===== src/rtl/bank_irq_pkg.sv =====
package bank_irq_pkg;
  localparam int LINES_PER_BANK = 32;
  localparam int BANK_IDX_W     = 8;
  localparam int GLOBAL_SPAN    = 16;
  localparam int BANK_STRIDE    = 8;

  // global word addresses
  localparam int A_IDENT  = 0;
  localparam int A_MASTER = 1;
  localparam int A_MSTAT  = 2;
  localparam int A_OUTEN  = 3;

  // per-bank word offsets
  localparam int S_EN_SET  = 0;
  localparam int S_EN_CLR  = 1;
  localparam int S_RAW     = 2;
  localparam int S_TYPE    = 3;
  localparam int S_PENDING = 4;

  typedef struct packed {
    logic                  masterWr;
    logic                  outEnWr;
    logic                  enSetWr;
    logic                  enClrWr;
    logic                  rawClrWr;
    logic                  typeWr;
    logic [BANK_IDX_W-1:0] bank;
  } ctlStrobes_t;
endpackage


===== src/rtl/bank_irq_decode.sv =====
module bank_irq_decode
  import bank_irq_pkg::*;
#(
  parameter int NUM_LINES = 64,
  parameter int ADDR_W    = 8,
  parameter logic [15:0] VERSION = 16'h0102
) (
  input  logic                 wrEn,
  input  logic                 rdEn,
  input  logic [ADDR_W-1:0]    addr,
  input  logic [NUM_LINES-1:0] en,
  input  logic [NUM_LINES-1:0] raw,
  input  logic [NUM_LINES-1:0] typ,
  input  logic                 masterEn,
  input  logic                 outEn,
  input  logic                 anyPending,
  output ctlStrobes_t          strb,
  output logic [31:0]          rdData
);
  localparam int NUM_BANKS = NUM_LINES / LINES_PER_BANK;
  localparam int BIDX_W    = ADDR_W - 3;
  localparam logic [BIDX_W-1:0] BANK_LIM = BIDX_W'(NUM_BANKS);

  logic              isGlobal;
  logic              inRange;
  logic [ADDR_W-1:0] off;
  logic [BIDX_W-1:0] bIdx;
  logic [2:0]        sub;
  logic [31:0]       enB, rawB, typB;

  always_comb begin
    isGlobal = addr < ADDR_W'(GLOBAL_SPAN);
    off      = addr - ADDR_W'(GLOBAL_SPAN);
    bIdx     = off[ADDR_W-1:3];
    sub      = off[2:0];
    inRange  = !isGlobal && (bIdx < BANK_LIM);
    enB  = '0;
    rawB = '0;
    typB = '0;
    for (int b = 0; b < NUM_BANKS; b++) begin
      if (bIdx == BIDX_W'(b)) begin
        enB  = en[b*LINES_PER_BANK +: LINES_PER_BANK];
        rawB = raw[b*LINES_PER_BANK +: LINES_PER_BANK];
        typB = typ[b*LINES_PER_BANK +: LINES_PER_BANK];
      end
    end
  end

  always_comb begin
    strb      = '0;
    strb.bank = BANK_IDX_W'(bIdx);
    if (wrEn) begin
      if (isGlobal) begin
        strb.masterWr = (addr[3:0] == 4'(A_MASTER));
        strb.outEnWr  = (addr[3:0] == 4'(A_OUTEN));
      end else if (inRange) begin
        strb.enSetWr  = (sub == 3'(S_EN_SET));
        strb.enClrWr  = (sub == 3'(S_EN_CLR));
        strb.rawClrWr = (sub == 3'(S_RAW));
        strb.typeWr   = (sub == 3'(S_TYPE));
      end
    end
  end

  always_comb begin
    rdData = '0;
    if (rdEn) begin
      if (isGlobal) begin
        case (addr[3:0])
          4'(A_IDENT):  rdData = {VERSION, 16'(NUM_LINES)};
          4'(A_MASTER): rdData = {31'b0, masterEn};
          4'(A_MSTAT):  rdData = {31'b0, masterEn & anyPending};
          4'(A_OUTEN):  rdData = {31'b0, outEn};
          default:      rdData = '0;
        endcase
      end else if (inRange) begin
        case (sub)
          3'(S_EN_SET), 3'(S_EN_CLR): rdData = enB;
          3'(S_RAW):                  rdData = rawB;
          3'(S_TYPE):                 rdData = typB;
          3'(S_PENDING):              rdData = rawB & enB;
          default:                    rdData = '0;
        endcase
      end
    end
  end
endmodule


===== src/rtl/bank_irq_datapath.sv =====
module bank_irq_datapath
  import bank_irq_pkg::*;
#(
  parameter int NUM_LINES = 64
) (
  input  logic                 clk,
  input  logic                 rstN,
  input  ctlStrobes_t          strb,
  input  logic [31:0]          wrData,
  input  logic [NUM_LINES-1:0] irqIn,
  output logic [NUM_LINES-1:0] en,
  output logic [NUM_LINES-1:0] raw,
  output logic [NUM_LINES-1:0] typ,
  output logic                 masterEn,
  output logic                 outEn,
  output logic                 anyPending,
  output logic                 irqOut
);
  localparam int NUM_BANKS = NUM_LINES / LINES_PER_BANK;

  logic [NUM_LINES-1:0] enSetM, enClrM, rawClrM, typSel, typData;
  logic [NUM_LINES-1:0] inPrev, rawSet;

  always_comb begin
    enSetM  = '0;
    enClrM  = '0;
    rawClrM = '0;
    typSel  = '0;
    typData = '0;
    for (int b = 0; b < NUM_BANKS; b++) begin
      if (strb.bank == BANK_IDX_W'(b)) begin
        enSetM[b*LINES_PER_BANK +: LINES_PER_BANK]  = strb.enSetWr  ? wrData : '0;
        enClrM[b*LINES_PER_BANK +: LINES_PER_BANK]  = strb.enClrWr  ? wrData : '0;
        rawClrM[b*LINES_PER_BANK +: LINES_PER_BANK] = strb.rawClrWr ? wrData : '0;
        typSel[b*LINES_PER_BANK +: LINES_PER_BANK]  = {LINES_PER_BANK{strb.typeWr}};
        typData[b*LINES_PER_BANK +: LINES_PER_BANK] = wrData;
      end
    end
    // level lines set while high, edge lines on a rising transition
    rawSet     = (~typ & irqIn) | (typ & irqIn & ~inPrev);
    anyPending = |(raw & en);
  end

  always_ff @(posedge clk or negedge rstN) begin
    if (!rstN) begin
      en       <= '0;
      raw      <= '0;
      typ      <= '0;
      inPrev   <= '0;
      masterEn <= 1'b0;
      outEn    <= 1'b1;
      irqOut   <= 1'b0;
    end else begin
      en       <= (en | enSetM) & ~enClrM;
      raw      <= rawSet | (raw & ~rawClrM);
      typ      <= (typ & ~typSel) | (typData & typSel);
      inPrev   <= irqIn;
      if (strb.masterWr) masterEn <= wrData[0];
      if (strb.outEnWr)  outEn    <= wrData[0];
      irqOut   <= masterEn & outEn & anyPending;
    end
  end
endmodule


===== src/rtl/bank_irq_ctrl.sv =====
module bank_irq_ctrl
  import bank_irq_pkg::*;
#(
  parameter int NUM_LINES = 64,
  parameter int ADDR_W    = 8,
  parameter logic [15:0] VERSION = 16'h0102
) (
  input  logic                 clk,
  input  logic                 rstN,
  input  logic                 wrEn,
  input  logic                 rdEn,
  input  logic [ADDR_W-1:0]    addr,
  input  logic [31:0]          wrData,
  output logic [31:0]          rdData,
  input  logic [NUM_LINES-1:0] irqIn,
  output logic                 irqOut
);
  ctlStrobes_t          strb;
  logic [NUM_LINES-1:0] en, raw, typ;
  logic                 masterEn, outEn, anyPending;

  bank_irq_decode #(.NUM_LINES(NUM_LINES), .ADDR_W(ADDR_W), .VERSION(VERSION)) u_decode (
    .wrEn(wrEn), .rdEn(rdEn), .addr(addr), .en(en), .raw(raw), .typ(typ),
    .masterEn(masterEn), .outEn(outEn), .anyPending(anyPending),
    .strb(strb), .rdData(rdData)
  );

  bank_irq_datapath #(.NUM_LINES(NUM_LINES)) u_datapath (
    .clk(clk), .rstN(rstN), .strb(strb), .wrData(wrData), .irqIn(irqIn),
    .en(en), .raw(raw), .typ(typ), .masterEn(masterEn), .outEn(outEn),
    .anyPending(anyPending), .irqOut(irqOut)
  );
endmodule


===== config.mk =====
export PLATFORM = sky130hd
export DESIGN_NAME = bank_irq_ctrl
export DESIGN_NICKNAME = d
export VERILOG_FILES = /design/src/rtl/bank_irq_pkg.sv /design/src/rtl/bank_irq_decode.sv /design/src/rtl/bank_irq_datapath.sv /design/src/rtl/bank_irq_ctrl.sv
export SDC_FILE = /design/constraint.sdc
export NUM_CORES = 1
export LEC_CHECK = 0
export ABC_AREA = 1
export BUFFER_PORTS_ARGS = -buffer_cell sky130_fd_sc_hd__buf_2
export CORE_MARGIN = 4
export CORE_UTILIZATION = 60
export CTS_CLUSTER_DIAMETER = 100
export DETAILED_ROUTE_END_ITERATION = 7
export PLACE_DENSITY = 0.79
export SETUP_SLACK_MARGIN = 0.05
export SYNTH_ARGS = -nofsm -noshare
export SYNTH_HDL_FRONTEND = slang
export SYNTH_SLANG_ARGS = --single-unit

===== constraint.sdc =====
create_clock -name clk -period 5.08 [get_ports clk]
set_clock_uncertainty 0.2 [all_clocks]
set_input_delay 0.508 -clock clk [delete_from_list [all_inputs] [get_ports clk]]
set_output_delay 0.508 -clock clk [all_outputs]
set_load 0.02 [all_outputs]

# --- Word-level counts from Yosys, hierarchy flattened ---
# Index checks and enable logic that the tools add are counted.
totals:
  register_bits: 259
  input_bits: 108
  out_inout_bits: 33
classes:
  order_cmp: 2
  addsub: 1
  eq_ne: 8
  muxes: 28
  bitwise: 21
  n_reduce_logical: 8
op_table:
  columns: ["op", "n"]
  rows:
  - ["two-way mux 32 bit", 22]
  - ["bitwise AND 64 bit", 8]
  - ["NOT 64 bit", 5]
  - ["OR 64 bit", 4]
  - ["one-hot mux 32 bit (4 select lines)", 1]
  - ["one-hot mux 25 bit (4 select lines)", 1]
  - ["OR reduction 64 bit", 1]
  - ["bitwise AND 32 bit", 1]
  - ["== test 4 x 2 -> 1 bit, second input constant", 2]
  - ["logical NOT 8 bit", 1]
  - ["< comparator 8 x 5 -> 1 bit, second input constant", 1]
  - ["two-way mux 4 bit", 2]
  - ["subtractor 8 x 5 -> 8 bit, second input constant", 1]
  - ["== test 3 x 2 -> 1 bit, second input constant", 2]
  - ["two-way mux 6 bit", 1]
  - ["== test 5 x 1 -> 1 bit, second input constant", 1]
  - ["logical NOT 5 bit", 1]
  - ["< comparator 5 x 2 -> 1 bit, second input constant", 1]
  - ["== test 4 x 1 -> 1 bit, second input constant", 1]
  - ["logical NOT 4 bit", 1]
  - ["bitwise AND 1 bit", 3]
  - ["== test 3 x 1 -> 1 bit, second input constant", 1]
  - ["== test 3 bit, second input constant", 1]
  - ["logical NOT 3 bit", 1]
  - ["other kinds (4)", 4]

# --- Longest topological paths before layout ---
# Gate-level depths: netlist of the first run.
logic_depth:
  word_depth: 11
  depth_mapped: 17
  ltp_nobuf: 16

# --- By module ---
# A second synthesis of the first run with hierarchy kept.
hier_totals:
  cells_unflattened: 1739
  hier_area_um2: 13056.3
by_module_without_submodules:
  columns: ["mod", "cells_per_inst", "area_per_inst_um2", "n_inst", "seq_area_each_um2"]
  rows:
  - ["bank_irq_datapath", 1154, 10191.0, 1, 6482.5]
  - ["bank_irq_decode", 585, 2865.2, 1, 0.0]

# --- Worst setup path before layout of the first run ---
# No wires, ideal clock.
synth_timing:
  kind: "input port to output port"
  start: "input port addr[4]"
  end: "output port rdData[17]"
  path_stages: 17
  t_arrival_ps: 2141
  setup_slack_ps: 2231
  required_time_ps: 4372
  path_cell_list: "inv_2 -> ha_1 -> inv_1 -> nand2_1 -> nand3_2 -> nor2_4 -> nand2_2 -> inv_2 -> buf_4 -> nand2_1 -> nand2_1 -> nand2_1 -> nand2_1 -> inv_1 -> nand2_1 -> nand2_1 -> a21oi_1"
synth_between:
  elab_chain_cells: 9
synth_rtl:
  columns: ["element", "line", "text"]
  rows:
  - ["from (decl)", "bank_irq_ctrl.sv:12", "input logic [ADDR_W-1:0] addr,"]
  - ["subtractor 8 x 5 -> 8 bit", "bank_irq_decode.sv:33", "off = addr - ADDR_W'(GLOBAL_SPAN);"]
  - ["logical NOT 5 bit", "bank_irq_decode.sv:41", "if (bIdx == BIDX_W'(b)) begin"]
  - ["two-way mux 32 bit (2 in series)", "bank_irq_decode.sv:41", null]
  - ["bitwise AND 32 bit", "bank_irq_decode.sv:81", "3'(S_PENDING): rdData = rawB & enB;"]
  - ["one-hot mux 32 bit (4 select lines)", "bank_irq_decode.sv:77", "case (sub)"]
  - ["two-way mux 32 bit", "bank_irq_decode.sv:76", "end else if (inRange) begin"]
  - ["two-way mux 32 bit (*)", "bank_irq_decode.sv:68", "if (isGlobal) begin"]
  - ["two-way mux 32 bit (*)", "bank_irq_decode.sv:67", "if (rdEn) begin"]
  - ["to (decl)", "bank_irq_ctrl.sv:14", "output logic [31:0] rdData,"]
# Mark *: on every way between the ends. The rest lies on a longest branch, timed or not.

# --- Worst setup path in the final report of the first run ---
layout_timing:
  start: "input port addr[4]"
  end: "output port rdData[7]"
# The elaborated chain is that of the path after synthesis.

==> results of run 1 <==
[power by group]
part	switching (mW)	internal [mW]
clock network	0.855	1.18
registers	0.0130	2.10
logic	0.198	0.103
[worst min-delay path by stage]
stage | from | to | slack, ns | cells after the start
2_1_floorplan | rstN | async pin | 0.01 | 0
3_5_place_dp | u_datapath.inPrev[52]$_DFF_PN0_ | u_datapath.raw[52]$_DFF_PN0_ | 0.28 | 3
5_1_grt | wrData[15] | flop | 0.08 | 3
3_3_place_gp | u_datapath.inPrev[50]$_DFF_PN0_ | u_datapath.raw[50]$_DFF_PN0_ | 0.27 | 3
6_report | wrData[22] | flop | 0.09 | 3
4_1_cts | wrData[12] | flop | 0.07 | 3
[logic make-up (layout without fill, tap and decap cells)]
logic type | Yosys count | in the layout
adder cells (fa/ha/maj) | 2 | 2
buffers and inverters | 141 | 339
flip-flops | 259 | 259
other | 0 | 2
AO/OA/AOI/OAI | 324 | 324
AND/OR/NAND/NOR | 870 | 870
[synthesized netlist by cell type, drive strengths merged]
cell type  number
a22o           27
buf            50
and3            1
nor2           86
o21ai         134
dfstp           1
a31oi          64
clkbuf         29
nand4          13
inv            62
nor3            1
dfrtp         258
nor4            3
a21oi          99
nand3          27
nand2         739
ha              2
[critical path: cells and delay by family]
| kind | cells | cell delay, ns |
|---|---|---|
| buffers and inverters | 6 | 1.20 |
| and+or+nand+nor | 9 | 0.90 |
| adders and majority gates | 1 | 0.19 |
| AOI/OAI and AO/OA | 1 | 0.10 |
[layer usage]
layer	wire length (um)	global-route usage (%)	share of wire, %	vias up
met5	13	0	0.038	-
met4	1000	10.1	2.9	2
met1	14300	42.6	42	5457
met2	16200	49.3	47	507
met3	2870	4.22	8.3	86
li1	-	-	-	5547
[layout make-up]
class / instances / area [um^2]
fill: 1591 / 5430
timing repair buffer: 226 / 1560
tap: 270 / 338
multi-input combinational: 1196 / 5260
sequential: 259 / 6480
clock buffer: 36 / 771
inverter: 62 / 238
antenna: 2 / 5.00
clock inverter: 15 / 155
[through the flow]
step | power, mW | hold slack (ns) | utilization [%]
floorplan | 2.25 | 0.0124 | -
global route | 4.59 | 0.0849 | 73.1
finish | 4.44 | 0.0858 | 73.2
CTS | 4.47 | 0.0687 | 73.1
global placement | 2.40 | 0.275 | 65.3
detailed placement | 2.41 | 0.279 | 65.3
[what timing repair did]
item	in CTS	in global routing
gates resized for setup	0	0
hold endpoints to repair	195	0
hold buffers	65	0
==> impl_results.md, run 1 <==
* Seq cells post-synth at roughly 260
* Peak VDD IR at 231 uV
* Commonest non-fill, non-tap cells in the layout: 732 x nand2_1, 258 x dfrtp_1, 139 x buf_2
* Simple-Gate Fraction of Synth Area at 27.6%
* Postcts setup bufs at 0
* Crit share post-route at 72.0%
* Synthesized net count at approximately 1700
* Relative slew slack at a little under two fifths
* Worst-path fanout max at 66
* Post-Synth XOR/XNOR Area at 0%
* Worst reg-to-reg setup slack at approximately 3.5 ns
* Sequential element share of the synthesized area at around 52%
* Synthesis Warnings at 0
* Initial antenna violation count at 2
* Hold Vio Cnt, Final at 0
* CTS H-tree depth at 1
* Synth cell types at 29
* Worst-Margin Slew at between 0.9 and 1 ns
* Clock Pin Slew Worst Setup and Hold Paths at 0.06 ns
* Most frequent CP cell: nand2_1
* Reg-to-Reg Start: u_datapath.raw[15]$_DFF_PN0_
* Commonest non-fill, non-tap cell in the layout: nand2_1
* Largest area contributor in the netlist: dfrtp_1
* RSZ-0062 raised after global routing: no
* Worst path max stage delay at between 0.3 and 0.4 ns
* Cell Area, Placed at 13200 um^2
* GRT Residual Overflow at 0
* Inst Count DP at between 1500 and 2000
* Final setup TNS at 0 ns
* Kind of critical path: input port to output pin
* Clock buffer count from CTS at 28
* FF-to-FF path depth at 9
* Largest net degree at the start of global routing at 120
* Port bufs at 140
* Min cycle time layout at 3.66 ns
* HPWL Detailed at 21600 um
* Core outline area at 20200 um^2
* Mean Syn Cell Area at 7.74 um^2
* CTS max path bufs at 3
* Finished Cell Area at approximately 15000 um^2
* Fmax at 273 MHz
* Final non-filler cell total at between 2000 and 2500
* Leakage power at roughly 7.2 nW
* Die Wd at approximately 150 um
* Share of the synthesized area in the top cell type at between 50% and 60%
* Iteration-0 DRC Markers at between 800 and 900
* Gpl congestion at roughly 0.90
* Antenna violation net count after detailed routing at 0
* Rows at 52
* CP max stage cell: inv_4
* Via count at about 12000
* Synthesis-to-layout area growth at 19.8%
* Area of the die at 22900 um^2
* Data arrival, critical path at 2.95 ns
* Final nets at 1883
* Max-Cap Viols at 0
* HP Class: input port to flop
* Fin worst setup slack at 1.42 ns
* Syn Std Cell Area at between 10000 and 15000 um^2
* Initial DRT Pass Iterations at 5
* Post-synthesis mux area share at 0%
* Root Buffer: clkbuf_16
* RR Endpoint: u_datapath.irqOut$_DFF_PN0_
* Complex-gate fraction of the synthesized area at ~15%
* Vias in the first global route at 11306
* First-pass GRT wire length at roughly 56000 um
* Startpoint Class: input port
* Initial core utilization at 61.0%
* Via/cell ratio at around 5.6
* Share of cells above drive strength 1 at around an eighth
* CP Capture Type: output pin
* Synth area leaders: dfrtp_1 52%, nand2_1 22%, a21oi_1 4.0%, a31oi_1 3.2%, o21ai_0 2.8%
* End point of the critical path: rdData[7]
* Setup violators final at 0
* Ports at 141
* Crit path required time at approximately 4.4 ns
* Pwr dens at between 300 and 400 nW/um^2
* CTS sink count at 259
* Largest family of logic cells by synthesized area: simple AND/OR/NAND/NOR gates
* Synth Area in Adders at less than 1%
* Global Route Usage Sum at 30.4%
* Max Slew Vio Count at 0
* Critical Path Start: addr[4]
* Routed len/inst at 16.7 um
* Post-synthesis cell count at 1596
* Die height at between 150 and 200 um
* Dpl ws at between 1.5 and 2 ns
* Crit-path cells: buf_2, inv_2, ha_1, inv_1, nand2_1, nand3_2, nor2_2, nand2_1, inv_4, buf_12, nand2_1, nand2_1, nand2_1, nand2_1, a21oi_1, nor2_1, buf_2
* DRC violations left at 0
* Outcome: completed
* Clock Latency Late Sink at about 0.55 ns
* Drt total wl at roughly 34000 um
* TritonCTS clock tree: built
Power figures use the tool's default switching activity.
==> inputs of run 2 (changes only) <==
--- a/config.mk
+++ b/config.mk
@@ -8,10 +8,10 @@
 export ABC_AREA = 1
 export BUFFER_PORTS_ARGS = -buffer_cell sky130_fd_sc_hd__buf_2
 export CORE_MARGIN = 4
-export CORE_UTILIZATION = 60
+export CORE_UTILIZATION = 59
 export CTS_CLUSTER_DIAMETER = 100
 export DETAILED_ROUTE_END_ITERATION = 7
-export PLACE_DENSITY = 0.79
+export PLACE_DENSITY = 0.77
 export SETUP_SLACK_MARGIN = 0.05
 export SYNTH_ARGS = -nofsm -noshare
 export SYNTH_HDL_FRONTEND = slang
==> constraint.sdc (replaced) <==
create_clock -name clk -period 3.45 [get_ports clk]
set_clock_uncertainty 0.2 [all_clocks]
set_input_delay 0.345 -clock clk [delete_from_list [all_inputs] [get_ports clk]]
set_output_delay 0.345 -clock clk [all_outputs]
set_load 0.02 [all_outputs]
==> run 2 against run 1 <==
  * Clock power up 45%
  * Sequential share of layout area decreased by 1.5 points
  * Via count grew 4.0%
  * Utilization is 1.9 points higher
  * Sequential cell count unchanged
  * Final cell count rose by 2.2%
  * Critical endpoint is now rdData[17]
  * Total power increased by 48%
==> impl_results.md, run 2 (synthesis gave the netlist of run 1 again) <==
* Outcome: completed
* Global routing usage on met3 at just under 5%
* Hold Path Stages at 5
* Pwr dens at approximately 430 nW/um^2
* Data arrival, critical path at around 2.6 ns
* Final nets at ~1900
* Via count at ~12000
* Initial core utilization at 60.5%
* CTS max path bufs at 3
* Initial antenna violation count at 0
* Clock Pin Slew Worst Setup and Hold Paths at around 0.060 ns
* Drt total wl at between 30000 and 40000 um
* Global Route Usage Sum at a little under a third
* Critical hold path startpoint: addr[3]
* Worst reg-to-reg setup slack at approximately 1.8 ns
* Crit share post-route at between 90% and 100%
* CP Capture Type: output pin
* Met2 usage in global routing at between 40 and 50%
* HPWL Detailed at around 22000 um
* Most Used Layer, Global Route: met2
* Worst-Margin Slew at approximately 0.77 ns
* Commonest non-fill, non-tap cell in the layout: nand2_1
* Cts hold-fix bufs at 99
* Final non-filler cell total at ~2100
* Postcts setup bufs at 0
* HP Class: input port to flop
* GRT Residual Overflow at 0
* Final setup TNS at 0 ns
* Post_cts resized at 0
* Initial DRT Pass Iterations at 5
* Hold Vio Cnt, Final at 0
* Kind of critical path: input port to output pin
* Synthesis-to-layout area growth at 24.2%
* Gpl congestion at about 0.86
* DRC violations left at 0
* RSZ-0062 raised after global routing: no
* Routed len/inst at approximately 17 um
* Relative slew slack at approximately 48%
* Share of cells above drive strength 1 at about an eighth
* CTS H-tree depth at 1
* Largest net degree at the start of global routing at 79
* Setup violators final at 0
* Worst-path fanout max at between 40 and 50
* Area of the die at 23300 um^2
* Grt met1 use at 43.6%
* Worst Hold End: u_datapath.outEn$_DFFE_PN1P_
* Core outline area at 20400 um^2
* Startpoint Class: input port
* Rows at 52
* RR Endpoint: u_datapath.irqOut$_DFF_PN0_
* Dpl ws at roughly 0.36 ns
* Clock buffer count from CTS at 28
* Fmax at roughly 320 MHz
* Min cycle time layout at 3.16 ns
* Max Slew Vio Count at 0
* Antenna violation net count after detailed routing at 0
* Ports at around 140
* Vias in the first global route at ~12000
* Port bufs at 140
* Root Buffer: clkbuf_16
* Leakage power at ~7.4 nW
* Clock Latency Late Sink at approximately 0.55 ns
* Antenna diode count at 0
* Peak VDD IR at approximately 600 uV
* FF-to-FF path depth at 9
* TritonCTS clock tree: built
* Inst Count DP at 1964
* First-pass GRT wire length at 59200 um
* Via/cell ratio at between 5 and 6
* CTS sink count at between 200 and 300
* Iteration-0 DRC Markers at approximately 1100
* Commonest non-fill, non-tap cells in the layout: 733 x nand2_1, 258 x dfrtp_1, 139 x buf_2
* Die Wd at between 150 and 200 um
* Die height at ~150 um
* Max-Cap Viols at 0
* Reg-to-Reg Start: u_datapath.raw[0]$_DFF_PN0_
* Crit path required time at just under 3 ns
* Fin worst setup slack at 0.292 ns
[run 2: cell count changes in the layout (fill, tap and decap cells not counted)]
cell           change
nand2_2            -1
clkinvlp_4         -3
clkbuf_1           +2
inv_6              -3
nand2_1            +1
clkinv_2           -1
dlygate4sd3_1     +34
buf_4              +8
buf_12             +8
clkbuf_8           +2
diode_2            -2
[run 2: layer usage]
metal | vias up | share of wire [%]
li1 | 5659 | -
met2 | 521 | 47
met1 | 5800 | 43
met3 | 87 | 7.8
met4 | 0 | 2.8
met5 | - | 0
[run 2: power by group]
part / switching, mW / leakage, nW / internal [mW]
combinational: 0.306 / 3.82 / 0.189
sequential: 0.0198 / 3.13 / 3.09
clock: 1.20 / 0.450 / 1.76
total: 1.53 / 7.40 / 5.04
[run 2: how the worst max path moves through the flow]
stage                       endpoint  startpoint  depth (start not counted)
after detailed placement  rdData[17]     addr[4]                         19
after CTS                 rdData[17]     addr[4]                         19
final                     rdData[17]     addr[4]                         19
after floorplan           rdData[17]     addr[4]                         17
after global routing      rdData[17]     addr[4]                         19
after global placement    rdData[17]     addr[4]                         19
[run 2: worst max-delay path: stages]
cell and delay (ns):
buf_2 0.13, inv_2 0.08, ha_1 0.19, inv_1 0.05
nand2_1 0.09, nand3_2 0.16, nor2_4 0.23, nand2_2 0.11
inv_4 0.22, buf_12 0.27, nand2_1 0.08, nand2_1 0.06
nand2_1 0.05, nand2_1 0.06, inv_1 0.04, nand2_1 0.09
nand2_1 0.06, a21oi_1 0.11, buf_2 0.18
[run 2: area by class of cell]
type	instances	area, um^2
Multi-Input combinational cell	1196	5260
Sequential cell	259	6480
Timing Repair Buffer	276	2120
Clock inverter	8	101
Fill cell	1501	5090
Tap cell	270	338
Clock buffer	40	806
Inverter	62	238
[run 2: metrics by stage]
stage / utilization [%] / hold slack (ns) / power [mW] / cell area, um^2
after global placement: 65.8 / 0.168 / 3.55 / 13400
after CTS: 75.1 / 0.0171 / 6.59 / 15300
final: 75.1 / 0.0368 / 6.56 / 15300
after floorplan: - / -0.151 / 3.32 / 12400
after global routing: 75.1 / 0.0493 / 6.77 / 15300
after detailed placement: 65.8 / 0.170 / 3.56 / 13400
